`src/rtl/cfgsmb_pkg.sv`:
```
package cfgsmb_pkg;
  localparam int unsigned BYTE_W   = 8;
  localparam int unsigned OFS_W    = 7;
  localparam int unsigned BITCNT_W = 4;

  typedef enum logic [2:0] {
    XS_IDLE,
    XS_ADDR,
    XS_CMD,
    XS_CNT,
    XS_WDAT,
    XS_TX
  } xact_st_t;
endpackage

```
`src/rtl/smb_line_sync.sv`:
```
module smb_line_sync #(
  parameter int unsigned STAGES = 2
) (
  input  logic clk,
  input  logic rst_n,
  input  logic scl_i,
  input  logic sda_i,
  output logic scl_s,
  output logic sda_s,
  output logic scl_rise,
  output logic scl_fall,
  output logic start_det,
  output logic stop_det
);
  logic [STAGES-1:0] scl_ff, sda_ff;
  logic scl_q, sda_q;

  generate
    if (STAGES == 1) begin : g_one
      always_ff @(posedge clk or negedge rst_n) begin
        if (!rst_n) begin
          scl_ff <= '1;
          sda_ff <= '1;
        end else begin
          scl_ff <= scl_i;
          sda_ff <= sda_i;
        end
      end
    end else begin : g_chain
      always_ff @(posedge clk or negedge rst_n) begin
        if (!rst_n) begin
          scl_ff <= '1;
          sda_ff <= '1;
        end else begin
          scl_ff <= {scl_ff[STAGES-2:0], scl_i};
          sda_ff <= {sda_ff[STAGES-2:0], sda_i};
        end
      end
    end
  endgenerate

  always_ff @(posedge clk or negedge rst_n) begin
    if (!rst_n) begin
      scl_q <= 1'b1;
      sda_q <= 1'b1;
    end else begin
      scl_q <= scl_s;
      sda_q <= sda_s;
    end
  end

  assign scl_s     = scl_ff[STAGES-1];
  assign sda_s     = sda_ff[STAGES-1];
  assign scl_rise  = scl_s & ~scl_q;
  assign scl_fall  = ~scl_s & scl_q;
  // data edges while the clock line stays high frame a transaction
  assign start_det = scl_s & scl_q & sda_q & ~sda_s;
  assign stop_det  = scl_s & scl_q & ~sda_q & sda_s;
endmodule

```
`src/rtl/cfg_reg_bank.sv`:
```
module cfg_reg_bank #(
  parameter int unsigned NUM_REGS = 8,
  parameter logic [8*NUM_REGS-1:0] RST_VAL = '1
) (
  input  logic                  clk,
  input  logic                  rst_n,
  input  logic                  wr_en,
  input  logic [6:0]            wr_addr,
  input  logic [7:0]            wr_data,
  input  logic [6:0]            rd_addr,
  output logic [7:0]            rd_data,
  output logic [8*NUM_REGS-1:0] cfg_o
);
  generate
    for (genvar i = 0; i < NUM_REGS; i++) begin : g_reg
      always_ff @(posedge clk or negedge rst_n) begin
        if (!rst_n)
          cfg_o[8*i +: 8] <= RST_VAL[8*i +: 8];
        else if (wr_en && (wr_addr == 7'(i)))
          cfg_o[8*i +: 8] <= wr_data;
      end
    end
  endgenerate

  always_comb begin
    rd_data = 8'hFF;
    for (int i = 0; i < NUM_REGS; i++)
      if (rd_addr == 7'(i)) rd_data = cfg_o[8*i +: 8];
  end
endmodule

```
`src/rtl/smb_xact_engine.sv`:
```
module smb_xact_engine
  import cfgsmb_pkg::*;
#(
  parameter int unsigned NUM_REGS = 8,
  parameter logic [6:0]  DEV_ADDR = 7'h6E
) (
  input  logic                clk,
  input  logic                rst_n,
  input  logic                scl_rise,
  input  logic                scl_fall,
  input  logic                sda_s,
  input  logic                start_det,
  input  logic                stop_det,
  input  logic [7:0]          rd_data,
  output logic [6:0]          ptr,
  output logic                wr_en,
  output logic [6:0]          wr_addr,
  output logic [7:0]          wr_data,
  output logic                drive_low,
  output xact_st_t            state,
  output logic [BITCNT_W-1:0] bit_cnt
);
  localparam logic [7:0] NREG8 = 8'(NUM_REGS);

  xact_st_t   nxt_q;
  logic [7:0] rx_sh, tx_sh;
  logic       ack_go, blk, cnt_sent;
  logic [7:0] rx_byte, tx_next;
  logic       ptr_in;

  assign rx_byte = {rx_sh[6:0], sda_s};
  assign ptr_in  = {1'b0, ptr} < NREG8;
  assign tx_next = (blk && !cnt_sent) ? NREG8 : rd_data;

  always_ff @(posedge clk or negedge rst_n) begin
    if (!rst_n) begin
      state     <= XS_IDLE;
      nxt_q     <= XS_IDLE;
      bit_cnt   <= '0;
      rx_sh     <= '0;
      tx_sh     <= '0;
      ack_go    <= 1'b0;
      blk       <= 1'b0;
      cnt_sent  <= 1'b0;
      ptr       <= '0;
      drive_low <= 1'b0;
      wr_en     <= 1'b0;
      wr_addr   <= '0;
      wr_data   <= '0;
    end else begin
      wr_en <= 1'b0;
      if (start_det) begin
        state     <= XS_ADDR;
        nxt_q     <= XS_ADDR;
        bit_cnt   <= '0;
        drive_low <= 1'b0;
        ack_go    <= 1'b0;
      end else if (stop_det) begin
        state     <= XS_IDLE;
        drive_low <= 1'b0;
      end else if (state != XS_IDLE) begin
        if (scl_rise) begin
          if (bit_cnt < 4'd8) begin
            bit_cnt <= bit_cnt + 4'd1;
            if (state != XS_TX) begin
              rx_sh <= rx_byte;
              if (bit_cnt == 4'd7) begin
                ack_go <= 1'b1;
                case (state)
                  XS_ADDR: begin
                    if (rx_byte[7:1] == DEV_ADDR)
                      nxt_q <= rx_byte[0] ? XS_TX : XS_CMD;
                    else begin
                      state  <= XS_IDLE;
                      ack_go <= 1'b0;
                    end
                  end
                  XS_CMD: begin
                    blk      <= ~rx_byte[7];
                    ptr      <= rx_byte[7] ? rx_byte[6:0] : 7'd0;
                    cnt_sent <= 1'b0;
                    nxt_q    <= rx_byte[7] ? XS_WDAT : XS_CNT;
                  end
                  XS_CNT: nxt_q <= XS_WDAT;
                  XS_WDAT: begin
                    wr_en   <= ptr_in;
                    wr_addr <= ptr;
                    wr_data <= rx_byte;
                    if (ptr_in) ptr <= ptr + 7'd1;
                    nxt_q   <= XS_WDAT;
                  end
                  default: ;
                endcase
              end
            end
          end else begin
            bit_cnt <= 4'd9;
            // master acknowledge slot of a transmitted byte
            if (state == XS_TX && sda_s) begin
              state     <= XS_IDLE;
              drive_low <= 1'b0;
            end
          end
        end else if (scl_fall) begin
          if (bit_cnt == 4'd9) begin
            bit_cnt <= '0;
            state   <= nxt_q;
            ack_go  <= 1'b0;
            if (nxt_q == XS_TX) begin
              tx_sh     <= tx_next;
              drive_low <= ~tx_next[7];
              if (blk && !cnt_sent) cnt_sent <= 1'b1;
              else if (ptr_in)      ptr      <= ptr + 7'd1;
            end else begin
              drive_low <= 1'b0;
            end
          end else if (bit_cnt == 4'd8) begin
            drive_low <= (state == XS_TX) ? 1'b0 : ack_go;
          end else if (state == XS_TX && bit_cnt != 4'd0) begin
            drive_low <= ~tx_sh[3'd7 - bit_cnt[2:0]];
          end
        end
      end
    end
  end
endmodule

```
`src/rtl/cfgreg_smbus_slave.sv`:
```
module cfgreg_smbus_slave
  import cfgsmb_pkg::*;
#(
  parameter int unsigned NUM_REGS    = 8,
  parameter logic [6:0]  DEV_ADDR    = 7'h6E,
  parameter int unsigned SYNC_STAGES = 2,
  parameter logic [8*NUM_REGS-1:0] RST_VAL = {NUM_REGS{8'hFF}}
) (
  input  logic                  clk,
  input  logic                  rst_n,
  input  logic                  scl_i,
  input  logic                  sda_i,
  output logic                  sda_o,
  output logic                  sda_oe,
  output logic [8*NUM_REGS-1:0] cfg_o
);
  logic scl_s, sda_s, scl_rise, scl_fall, start_det, stop_det;
  logic [6:0] ptr, wr_addr;
  logic [7:0] rd_data, wr_data;
  logic wr_en, drive_low;
  xact_st_t st;
  logic [BITCNT_W-1:0] bit_cnt;

  smb_line_sync #(.STAGES(SYNC_STAGES)) u_sync (
    .clk(clk), .rst_n(rst_n), .scl_i(scl_i), .sda_i(sda_i),
    .scl_s(scl_s), .sda_s(sda_s), .scl_rise(scl_rise), .scl_fall(scl_fall),
    .start_det(start_det), .stop_det(stop_det)
  );

  smb_xact_engine #(.NUM_REGS(NUM_REGS), .DEV_ADDR(DEV_ADDR)) u_eng (
    .clk(clk), .rst_n(rst_n), .scl_rise(scl_rise), .scl_fall(scl_fall),
    .sda_s(sda_s), .start_det(start_det), .stop_det(stop_det),
    .rd_data(rd_data), .ptr(ptr), .wr_en(wr_en), .wr_addr(wr_addr),
    .wr_data(wr_data), .drive_low(drive_low), .state(st), .bit_cnt(bit_cnt)
  );

  cfg_reg_bank #(.NUM_REGS(NUM_REGS), .RST_VAL(RST_VAL)) u_bank (
    .clk(clk), .rst_n(rst_n), .wr_en(wr_en), .wr_addr(wr_addr),
    .wr_data(wr_data), .rd_addr(ptr), .rd_data(rd_data), .cfg_o(cfg_o)
  );

  assign sda_o  = 1'b0;
  assign sda_oe = drive_low;
endmodule

```
`config.mk`:
```
export PLATFORM = sky130hd
export DESIGN_NAME = cfgreg_smbus_slave
export DESIGN_NICKNAME = d
export VERILOG_FILES = /design/src/rtl/cfgsmb_pkg.sv /design/src/rtl/smb_line_sync.sv /design/src/rtl/cfg_reg_bank.sv /design/src/rtl/smb_xact_engine.sv /design/src/rtl/cfgreg_smbus_slave.sv
export SDC_FILE = /design/constraint.sdc
export NUM_CORES = 1
export LEC_CHECK = 0
export ABC_AREA = 1
export CAP_MARGIN = 25
export CELL_PAD_IN_SITES_DETAIL_PLACEMENT = 0
export CELL_PAD_IN_SITES_GLOBAL_PLACEMENT = 1
export CORE_MARGIN = 2
export CORE_UTILIZATION = 42
export CTS_CLUSTER_DIAMETER = 40
export DETAILED_ROUTE_END_ITERATION = 8
export HOLD_SLACK_MARGIN = 0.1
export PLACE_DENSITY_LB_ADDON = 0.1
export SLEW_MARGIN = 20
export SYNTH_ARGS = -nofsm -noshare
export SYNTH_HDL_FRONTEND = slang
export SYNTH_SLANG_ARGS = --single-unit
```
`constraint.sdc`:
```
create_clock -name clk -period 2.36 [get_ports clk]
set_clock_uncertainty 0.05 [all_clocks]
set_input_delay 0.59 -clock clk [delete_from_list [all_inputs] [get_ports clk]]
set_output_delay 0.59 -clock clk [all_outputs]
set_load 0.01 [all_outputs]
```
# ---- Yosys cells after proc, flatten, opt, wreduce, memory -nomap -nowiden
# Index checks and enable logic that the tools add are counted.
dict set report op_classes {
  addsub 3
  magnitude_cmp 3
  n_mux 92
  multipliers 0
  shifts 0
  reduce_logical 44
  n_eq_ne 43
  n_bitwise 17
  div 0
}
# operator count
set ops {}
lappend ops {{2-to-1 mux 8 bit} 9}
lappend ops {{2-to-1 mux 7 bit} 10}
lappend ops {{2-to-1 mux 3 bit} 22}
lappend ops {{equality test 7 x 3 -> 1 bit, second input constant} 8}
lappend ops {{2-to-1 mux 1 bit} 41}
lappend ops {{AND reduction 8 bit} 4}
lappend ops {{equality test 7 x 2 -> 1 bit, second input constant} 4}
lappend ops {{2-to-1 mux 4 bit} 7}
lappend ops {{AND reduction 11 bit} 2}
lappend ops {{!= test 5 bit, second input constant} 4}
lappend ops {{nonzero test 2 bit} 9}
lappend ops {{nonzero test 4 bit} 4}
lappend ops {{equality test 7 x 1 -> 1 bit, second input constant} 2}
lappend ops {{zero test 7 bit} 2}
lappend ops {{case mux 7 bit (2 select lines)} 1}
lappend ops {{AND reduction 7 bit} 2}
lappend ops {{!= test 3 x 1 -> 1 bit, second input constant} 4}
lappend ops {{nonzero test 3 bit} 4}
lappend ops {{logical AND 1 bit} 11}
lappend ops {{inverter 1 bit} 10}
lappend ops {{equality test 3 bit, second input constant} 3}
lappend ops {{case mux 3 bit (3 select lines)} 1}
lappend ops {{equality test 4 bit, second input constant} 2}
lappend ops {{!= test 2 x 1 -> 1 bit, second input constant} 4}
lappend ops {{24 further kinds} 32}
dict set report totals {
  wordCells 227
  ramBits 0
  latch_bits 0
  input_bits 4
  rom_bits 0
  reg_bits 122
  output_inout_bits 66
  memories 0
}

# ---- Logic depth before layout (Yosys ltp)
# Gate-level depths: netlist of the first run.
dict set report logic_depth {
  word_depth 18
  depth_mapped 17
}

# ---- By module
# Synthesis of the first run repeated with hierarchy kept, for this count alone.
dict set report unflattened {
  hier_cells 797
  hier_area_um2 6532.5
}
# module area_per_inst_um2 n_inst cells_each seq_area_each_um2
set by_module_without_submodules {}
lappend by_module_without_submodules {cfg_reg_bank 3394.5 1 396 1681.6}
lappend by_module_without_submodules {smb_xact_engine 2927.8 1 382 1301.2}
lappend by_module_without_submodules {smb_line_sync 198.9 1 17 157.7}
lappend by_module_without_submodules {cfgreg_smbus_slave 11.3 1 2 0.0}

# ---- Worst setup path after synthesis of the first run
# No wires, ideal clock.
dict set report synth_path {
  kind {reg-to-reg}
  startpoint {register u_sync.scl_ff[1]}
  endpoint {register u_eng.wr_addr[2]}
  path_slack_ps 295
  required_ps 2181
  n_path_buf 1
  arrival_time_ps 1887
  path_stages_with_launch 11
  path_cell_list {dfstp_2 -> ha_1 -> inv_2 -> nor2_8 -> nand2_2 -> clkinv_2 -> nand4_4 -> or3_4 -> buf_6 -> nand2_1 -> o21ai_2}
}
dict set report synth_via {
  elab_chain_cells 5
  elab_cells_between_ends 9
}
# element line_no
set synth_lines {}
lappend synth_lines {{start: declaration} smb_line_sync.sv:15} ;# logic [STAGES-1:0] scl_ff, sda_ff;
lappend synth_lines {{start signal: assignment} smb_line_sync.sv:35} ;# scl_ff <= {scl_ff[STAGES-2:0], scl_i};
lappend synth_lines {{bitwise AND 1 bit} {smb_line_sync.sv:57, smb_line_sync.sv:58}}
lappend synth_lines {{bitwise AND 1 bit (on tied branches) (2 in series)} {smb_line_sync.sv:58, smb_line_sync.sv:57}}
lappend synth_lines {{inverter 1 bit (no source line)} --}
lappend synth_lines {{AND reduction 8 bit (no source line) (*)} --}
lappend synth_lines {{end signal: assignment} smb_xact_engine.sv:87} ;# wr_addr <= ptr;
lappend synth_lines {{end: declaration} smb_xact_engine.sv:17} ;# output logic [6:0] wr_addr,
# Mark *: on every way between the ends. The rest lies on a longest branch, timed or not.
# A chain may end at the register's enable or synchronous reset.

# ---- Worst setup path in the final report of the first run
dict set report layout_path {
  startpoint {register u_eng.ptr[1]}
  endpoint {register u_eng.tx_sh[4]}
}
dict set report layout_via {
  elab_chain_cells 10
  elab_cells_between_ends 17
}
# element line_no
set layout_lines {}
lappend layout_lines {{start: declaration} smb_xact_engine.sv:15} ;# output logic [6:0] ptr,
lappend layout_lines {{start signal: assignment} smb_xact_engine.sv:80} ;# ptr <= rx_byte[7] ? rx_byte[6:0] : 7'd0;
lappend layout_lines {{start signal: assignment} smb_xact_engine.sv:89} ;# if (ptr_in) ptr <= ptr + 7'd1;
lappend layout_lines {{start signal: assignment} smb_xact_engine.sv:113} ;# else if (ptr_in) ptr <= ptr + 7'd1;
lappend layout_lines {{zero test 7 bit} cfg_reg_bank.sv:28} ;# if (rd_addr == 7'(i)) rd_data = cfg_o[8*i +: 8];
lappend layout_lines {{2-to-1 mux 8 bit (7 in series)} cfg_reg_bank.sv:28}
lappend layout_lines {{2-to-1 mux 8 bit (*)} cfg_reg_bank.sv:28}
lappend layout_lines {{2-to-1 mux 8 bit (*)} smb_xact_engine.sv:33} ;# assign tx_next = (blk && !cnt_sent) ? NREG8 : rd_data;
lappend layout_lines {{end signal: assignment} smb_xact_engine.sv:110} ;# tx_sh <= tx_next;
lappend layout_lines {{end: declaration} smb_xact_engine.sv:26} ;# logic [7:0] rx_sh, tx_sh;
# Marks and branches as above.

==> impl_metrics.py, run 1 <==
metrics = {
    "run_status": {
        "status": "complete, no violations",
    },
    "sta": {
        "holdWs_ps": 252,
        "rsz0062_at_grt": "no",
        "fin_ws_ps": 166,
        "fin_crit_sh_pct": 93.0,
        "setup_viol": 0,
        "maxSlewHeadroom_pct": 56.7,
        "worstMarginPinSlew_ps": 649,
        "hold_viol": 0,
        "fmax_mhz": 456,
        "fin_crit_ps": 2190,
        "drv_slew": 0,
    },
    "logic_synthesis": {
        "synth_cell_type_count": 46,
        "yosysMostFrequentCell": "nand2_1",
        "yosysSeqAreaShare_pct": 52.1,
        "synth_nets": 727,
        "synth.largest_area_cell": "dfstp_2",
        "synthCells": 713,
        "ys_ff_latch": 122,
        "synth_common_cells": "nand2_1 (184), o21ai_0 (110), dfstp_2 (70)",
        "synth.area.top_cells": "dfstp_2 (31%), dfrtp_1 (22%), nand2_1 (11%), o21ai_0 (9.1%), inv_1 (3.8%)",
        "ys.flop_type": "dfstp_2",
        "avgSynthCellArea_um2": 8.45,
        "syn_area_mm2": 0.00603,
        "synth_top_area_share_pct": 30.5,
        "ys_async_sr_fraction_pct": 100,
        "synth-warning-count": 0,
        "synth_edf_count": 0,
    },
    "clocking": {
        "cts_tree": "done",
        "hold_buffers": 0,
        "clock_sinks": 122,
        "cts_root_buf": "clkbuf_16",
        "cts_buffers": 17,
        "clkTransAtPathRegs_ps": 60,
        "clock_path_buffers": 2,
        "worst_skew_pair.late_latency_ps": 420,
        "cts.htree.levels": 4,
    },
    "global_route": {
        "grt_start_max_net_pins": 123,
        "grt_overflow": 0,
        "grt_pass1_vias": 5010,
        "track_usage_pct": 23.4,
        "antenna_found_initial": 0,
        "grt_pass1_wl_um": 26700,
    },
    "final_layout": {
        "syn_to_final_growth_pct": 27.1,
        "fillers": 1305,
        "diodes": 0,
        "nets": 817,
        "drive_above_1_share_pct": 20.1,
    },
    "setup_path": {
        "slowest_delay_ps": 400,
        "end_kind": "flip-flop",
        "path_cells": "inv_2, ha_1, nand2_1, nor2_4, inv_1, o21ai_0, nand3_1, o21ai_0, nand2_1, nand2_1, nand2_1, nand2_1, nand2_1, nand2_1, nand2_1",
        "worst-setup-path-type": "flip-flop to flip-flop",
        "slowest_stage": "dfrtp_1",
        "path_max_fanout": 5,
        "required_ps": 2610,
        "worstPathArrival_ps": 2450,
        "reg2regPathDepth": 15,
        "startpoint_type": "flip-flop",
        "crit_path_frequent_cell": "nand2_1",
    },
    "floorplanning": {
        "core-area_mm2": 0.0139,
        "die_height_um": 124,
        "start_util_pct": 43.3,
        "die_area_mm2": 0.0153,
        "pin_count": 70,
        "fp.dieW_um": 124,
        "placementRows": 43,
    },
    "detailed_routing": {
        "first_pass_iters": 5,
        "drc_errors": 0,
        "drt_iter0_markers": 426,
        "postRouteAntennaNets": 0,
        "routed_wl_um": 16600,
        "wire_per_inst_um": 16.7,
        "vias": 5246,
        "vias_per_cell": 5.27,
    },
    "pwr": {
        "leakage_nw": 3.15,
        "power_density_mw_per_mm2": 910,
        "ir_drop_mv": 0.454,
    },
    "placement": {
        "port_buffers": 68,
        "place_hpwl_um": 11700,
        "pre_cts_ws_ps": -84.0,
        "gp_congestion": 0.860,
    },
    "job": {
        "maxCapViolations": 0,
    },
    "min_path": {
        "hold_class": "primary input to async pin",
    },
}
==> flip-flops by register name (all words and copies together) (netlist names), 2 cells and up <==
register and count:
u_eng.state 3, u_eng.rx_sh 7, u_bank.cfg_o 64, u_eng.wr_data 8
u_sync.scl_ff 2, u_eng.ptr 7, u_eng.bit_cnt 4, u_eng.tx_sh 8
u_eng.nxt_q 3, u_eng.wr_addr 7, u_sync.sda_ff 2
==> where the power goes <==
group	switching [mW]	internal [mW]	leakage, nW	total, mW
combinational	1.23	0.630	1.41	1.86
clock	0.918	1.84	0.308	2.76
sequential	0.118	2.23	1.43	2.35
==> what timing repair did <==
action | 4_1_cts | 5_1_grt
cloned | 0 | 1
hold endpoints to repair | 0 | 0
setup buffers | 0 | 3
gates resized for setup | 1 | 11
setup endpoints to repair | 5 | 9
pin swaps | 0 | 1
==> worst max-delay path, delay by kind of cell (launching register included) <==
| family | cells | cell delay [ps] |
|---|---|---|
| and+or+nand+nor | 10 | 940 |
| DFF | 1 | 400 |
| AOI/OAI and AO/OA | 2 | 280 |
| buffers and inverters | 2 | 210 |
| adders and majority gates | 1 | 200 |
==> cell type report <==
cell class	count	area, um^2	area share [%]
clock buffer	24	482	6.29
multi-input combinational	502	2540	33.2
timing repair buffer	92	871	11.4
tap	180	225	2.94
sequential	122	3140	41.0
inverter	68	259	3.38
clock inverter	8	140	1.83
==> metal layers <==
layer  wire length [um]  global-route usage [%]  vias up
li1                   -                       -     2565
met1               7440                    31.4     2496
met2               7970                    36.6      146
met3                675                    4.35       39
met4                531                    11.2        0
met5                  0                       0        -
==> metrics by stage <==
step	instance area [um^2]	cells	TNS (ps)	utilization, %	power (mW)
after floorplan	6030	713	0	-	3.47
after global placement	6980	960	-121	50.1	4.13
after detailed placement	6980	960	-251	50.1	4.14
after CTS	7610	992	0	54.6	6.93
after global routing	7660	996	0	55.0	7.34
final	7660	996	0	55.0	6.97
==> cells by family after synthesis <==
logic type	after synthesis	synth area share (%)
DFF	122	52.1
buffers and inverters	90	6.23
other	1	0.0622
adders and majority gates	10	2.08
and+or+nand+nor	313	23.0
AOI/OAI and AO/OA	177	16.5
==> final timing paths <==
kind | startpoint | to | slack (ps)
max | u_eng.ptr[1]$_DFFE_PN0P_ | u_eng.tx_sh[4]$_DFFE_PN0P_ | 170
min | rst_n | u_eng.wr_data[5]$_DFFE_PN0P_ | 250
max reg2reg | u_eng.ptr[1]$_DFFE_PN0P_ | u_eng.tx_sh[4]$_DFFE_PN0P_ | 170
min reg2reg | u_sync.sda_ff[0]$_DFF_PN1_ | u_sync.sda_ff[1]$_DFF_PN1_ | 310
max in group asynchronous | rst_n | u_eng.tx_sh[1]$_DFFE_PN0P_ | 1560
min in group clk | u_sync.sda_ff[0]$_DFF_PN1_ | u_sync.sda_ff[1]$_DFF_PN1_ | 310
==> cells in the final DEF, fill, tap and decap left out, types with 8 or more instances in the layout <==
| cell | synthesis | layout |
|---|---|---|
| inv_1 | 61 | 58 |
| nand2_1 | 184 | 183 |
| nand4_1 | 8 | 8 |
| ha_1 | 10 | 10 |
| o21ai_0 | 110 | 108 |
| clkdlybuf4s50_1 | 0 | 67 |
| nand3_1 | 25 | 25 |
| dfstp_2 | 70 | 70 |
| nor2_1 | 46 | 45 |
| o21ai_2 | 15 | 16 |
| a21oi_1 | 27 | 27 |
| nor3_1 | 25 | 25 |
| clkbuf_16 | 0 | 17 |
| dfrtp_1 | 52 | 52 |
| buf_4 | 1 | 24 |
(Power assumes the default switching activity.)
==> inputs of run 2 (changes only) <==
--- a/config.mk
+++ b/config.mk
@@ -14,7 +14,7 @@
 export CTS_CLUSTER_DIAMETER = 40
 export DETAILED_ROUTE_END_ITERATION = 8
 export HOLD_SLACK_MARGIN = 0.1
-export PLACE_DENSITY_LB_ADDON = 0.1
+export PLACE_DENSITY_LB_ADDON = 0.05
 export SLEW_MARGIN = 20
 export SYNTH_ARGS = -nofsm -noshare
 export SYNTH_HDL_FRONTEND = slang
==> run 2 against run 1 <==
Core utilization grew 0.50 points; non-clock buffer count grew 4; cell area grew 0.91%; combinational power shrank 4%; cell count grew 0.30%; die area is the same.
==> impl_metrics.py, run 2 (same netlist as run 1, synthesis figures left out) <==
metrics = {
    "detailed_routing": {
        "vias": 5210,
        "postRouteAntennaNets": 0,
        "routed_wl_um": 16800,
        "drt_iter0_markers": 423,
        "wire_per_inst_um": 16.8,
        "first_pass_iters": 5,
        "drc_errors": 0,
        "vias_per_cell": 5.22,
    },
    "placement": {
        "place_area_mm2": 0.00705,
        "port_buffers": 68,
        "placed_cells": 967,
        "place_hpwl_um": 12200,
        "gp_congestion": 0.896,
    },
    "setup_path": {
        "end_kind": "flip-flop",
        "rr_startpoint": "u_sync.scl_ff[1]$_DFF_PN1_",
        "worst-setup-path-type": "flip-flop to flip-flop",
        "required_ps": 2600,
        "worstPathArrival_ps": 2460,
        "crit_start": "u_sync.scl_ff[1]$_DFF_PN1_",
        "startpoint_type": "flip-flop",
        "path_max_fanout": 30,
    },
    "sta": {
        "setup_viol": 0,
        "worstMarginPinSlew_ps": 514,
        "rsz0062_at_grt": "no",
        "fin_crit_ps": 2220,
        "hold_viol": 0,
        "maxSlewHeadroom_pct": 65.5,
        "drv_slew": 0,
        "fin_crit_sh_pct": 94.1,
        "fin_tns_setup_ps": 0,
        "fmax_mhz": 450,
    },
    "run_status": {
        "status": "complete, no violations",
    },
    "final_layout": {
        "regMostFlops": "u_bank.cfg_o",
        "final_cell_mix": "nand2_1 (182), o21ai_0 (109), dfstp_2 (70)",
        "diodes": 0,
        "fillers": 1268,
        "syn_to_final_growth_pct": 28.2,
        "layout.cells.non_filler": 999,
        "largestRegisters": "u_bank.cfg_o: 64 flops, u_eng.tx_sh: 8 flops, u_eng.wr_data: 8 flops",
        "fin_area_mm2": 0.00773,
        "largest_reg_flops": 64,
        "drive_above_1_share_pct": 20.3,
        "final_common_cell": "nand2_1",
        "nets": 820,
    },
    "clocking": {
        "post_cts_buffers": 0,
        "cts.htree.levels": 4,
        "clock_path_buffers": 2,
        "cts_root_buf": "clkbuf_16",
        "cts_buffers": 17,
        "worst_skew_pair.late_latency_ps": 410,
        "clock_sinks": 122,
        "cts_tree": "done",
        "clkTransAtPathRegs_ps": 50,
    },
    "floorplanning": {
        "placementRows": 43,
        "start_util_pct": 43.3,
        "die_height_um": 124,
        "die_area_mm2": 0.0153,
        "fp.dieW_um": 124,
        "pin_count": 70,
        "core-area_mm2": 0.0139,
    },
    "global_route": {
        "track_usage_pct": 23.6,
        "antenna_found_initial": 0,
        "grt_start_max_net_pins": 53,
        "grt_pass1_vias": 4997,
        "grt_pass1_wl_um": 27000,
        "grt_overflow": 0,
    },
    "job": {
        "maxCapViolations": 0,
    },
    "pwr": {
        "power_density_mw_per_mm2": 908,
        "ir_drop_mv": 0.488,
        "leakage_nw": 3.19,
    },
    "min_path": {
        "hold_class": "flip-flop to flip-flop",
        "worstHoldStart": "u_sync.sda_ff[0]$_DFF_PN1_",
    },
}
-- run 2: changes by cell type in the layout (fill, tap and decap cells not counted), sizes merged --
cell | previous run | this run
clkinvlp | 0 | 1
nand2 | 186 | 185
clkbuf | 24 | 21
inv | 66 | 67
bufinv | 4 | 5
buf | 25 | 29
-- run 2: cell type report --
type / count / area, um^2 / share of cell area [%]
tap: 180 / 225 / 2.91
clock buffer: 21 / 470 / 6.09
timing repair buffer: 96 / 913 / 11.8
inverter: 68 / 259 / 3.35
multi-input combinational: 501 / 2530 / 32.7
sequential: 122 / 3140 / 40.6
clock inverter: 11 / 190 / 2.46
-- run 2: routing by layer --
layer	track usage, %	vias up	routed length, um
li1	-	2562	-
met5	0	-	0
met1	31.0	2487	7520
met3	3.75	27	652
met4	10.3	0	452
met2	38.7	134	8140
-- run 2: worst max-delay path: stages, from the launching register on --
cell	delay, ps
dfstp_2	560
ha_1	190
inv_2	120
nor2_8	160
nand2_2	60
clkinv_2	100
nand4_4	110
or3_4	530
nand2_1	140
o21ai_2	60
-- run 2: worst paths after layout --
path,end,slack [ps],cells past startpoint
max,u_eng.wr_addr[5]$_DFFE_PN0P_,140,9
min in group asynchronous,u_bank.cfg_o[4]$_DFFE_PN1P_,360,1
max reg2reg,u_eng.wr_addr[5]$_DFFE_PN0P_,140,9
max in group asynchronous,u_sync.sda_q$_DFF_PN1_,1510,2
min,u_sync.sda_ff[1]$_DFF_PN1_,310,0
min reg2reg,u_sync.sda_ff[1]$_DFF_PN1_,310,0
-- run 2: what timing repair did --
action / in CTS / in global routing
setup endpoints to repair: 0 / 6
hold endpoints to repair: 0 / 0
gates resized for setup: 0 / 6
hold buffers: 0 / 0
-- run 2: power breakdown --
part           internal, mW  total, mW  switching [mW]  leakage [nW]
registers              2.23       2.33           0.107          1.43
clock network          1.96       2.90           0.944         0.323
logic                 0.624       1.78            1.15          1.43
-- run 2: stage by stage --
stage	hold slack [ps]	utilization, %	total power [mW]	setup WS, ps
2_1_floorplan	244	-	3.47	295
3_3_place_gp	298	50.6	4.07	160
3_5_place_dp	298	50.6	4.11	154
4_1_cts	307	55.3	7.04	138
5_1_grt	308	55.5	7.42	4.94
6_report	306	55.5	7.01	140
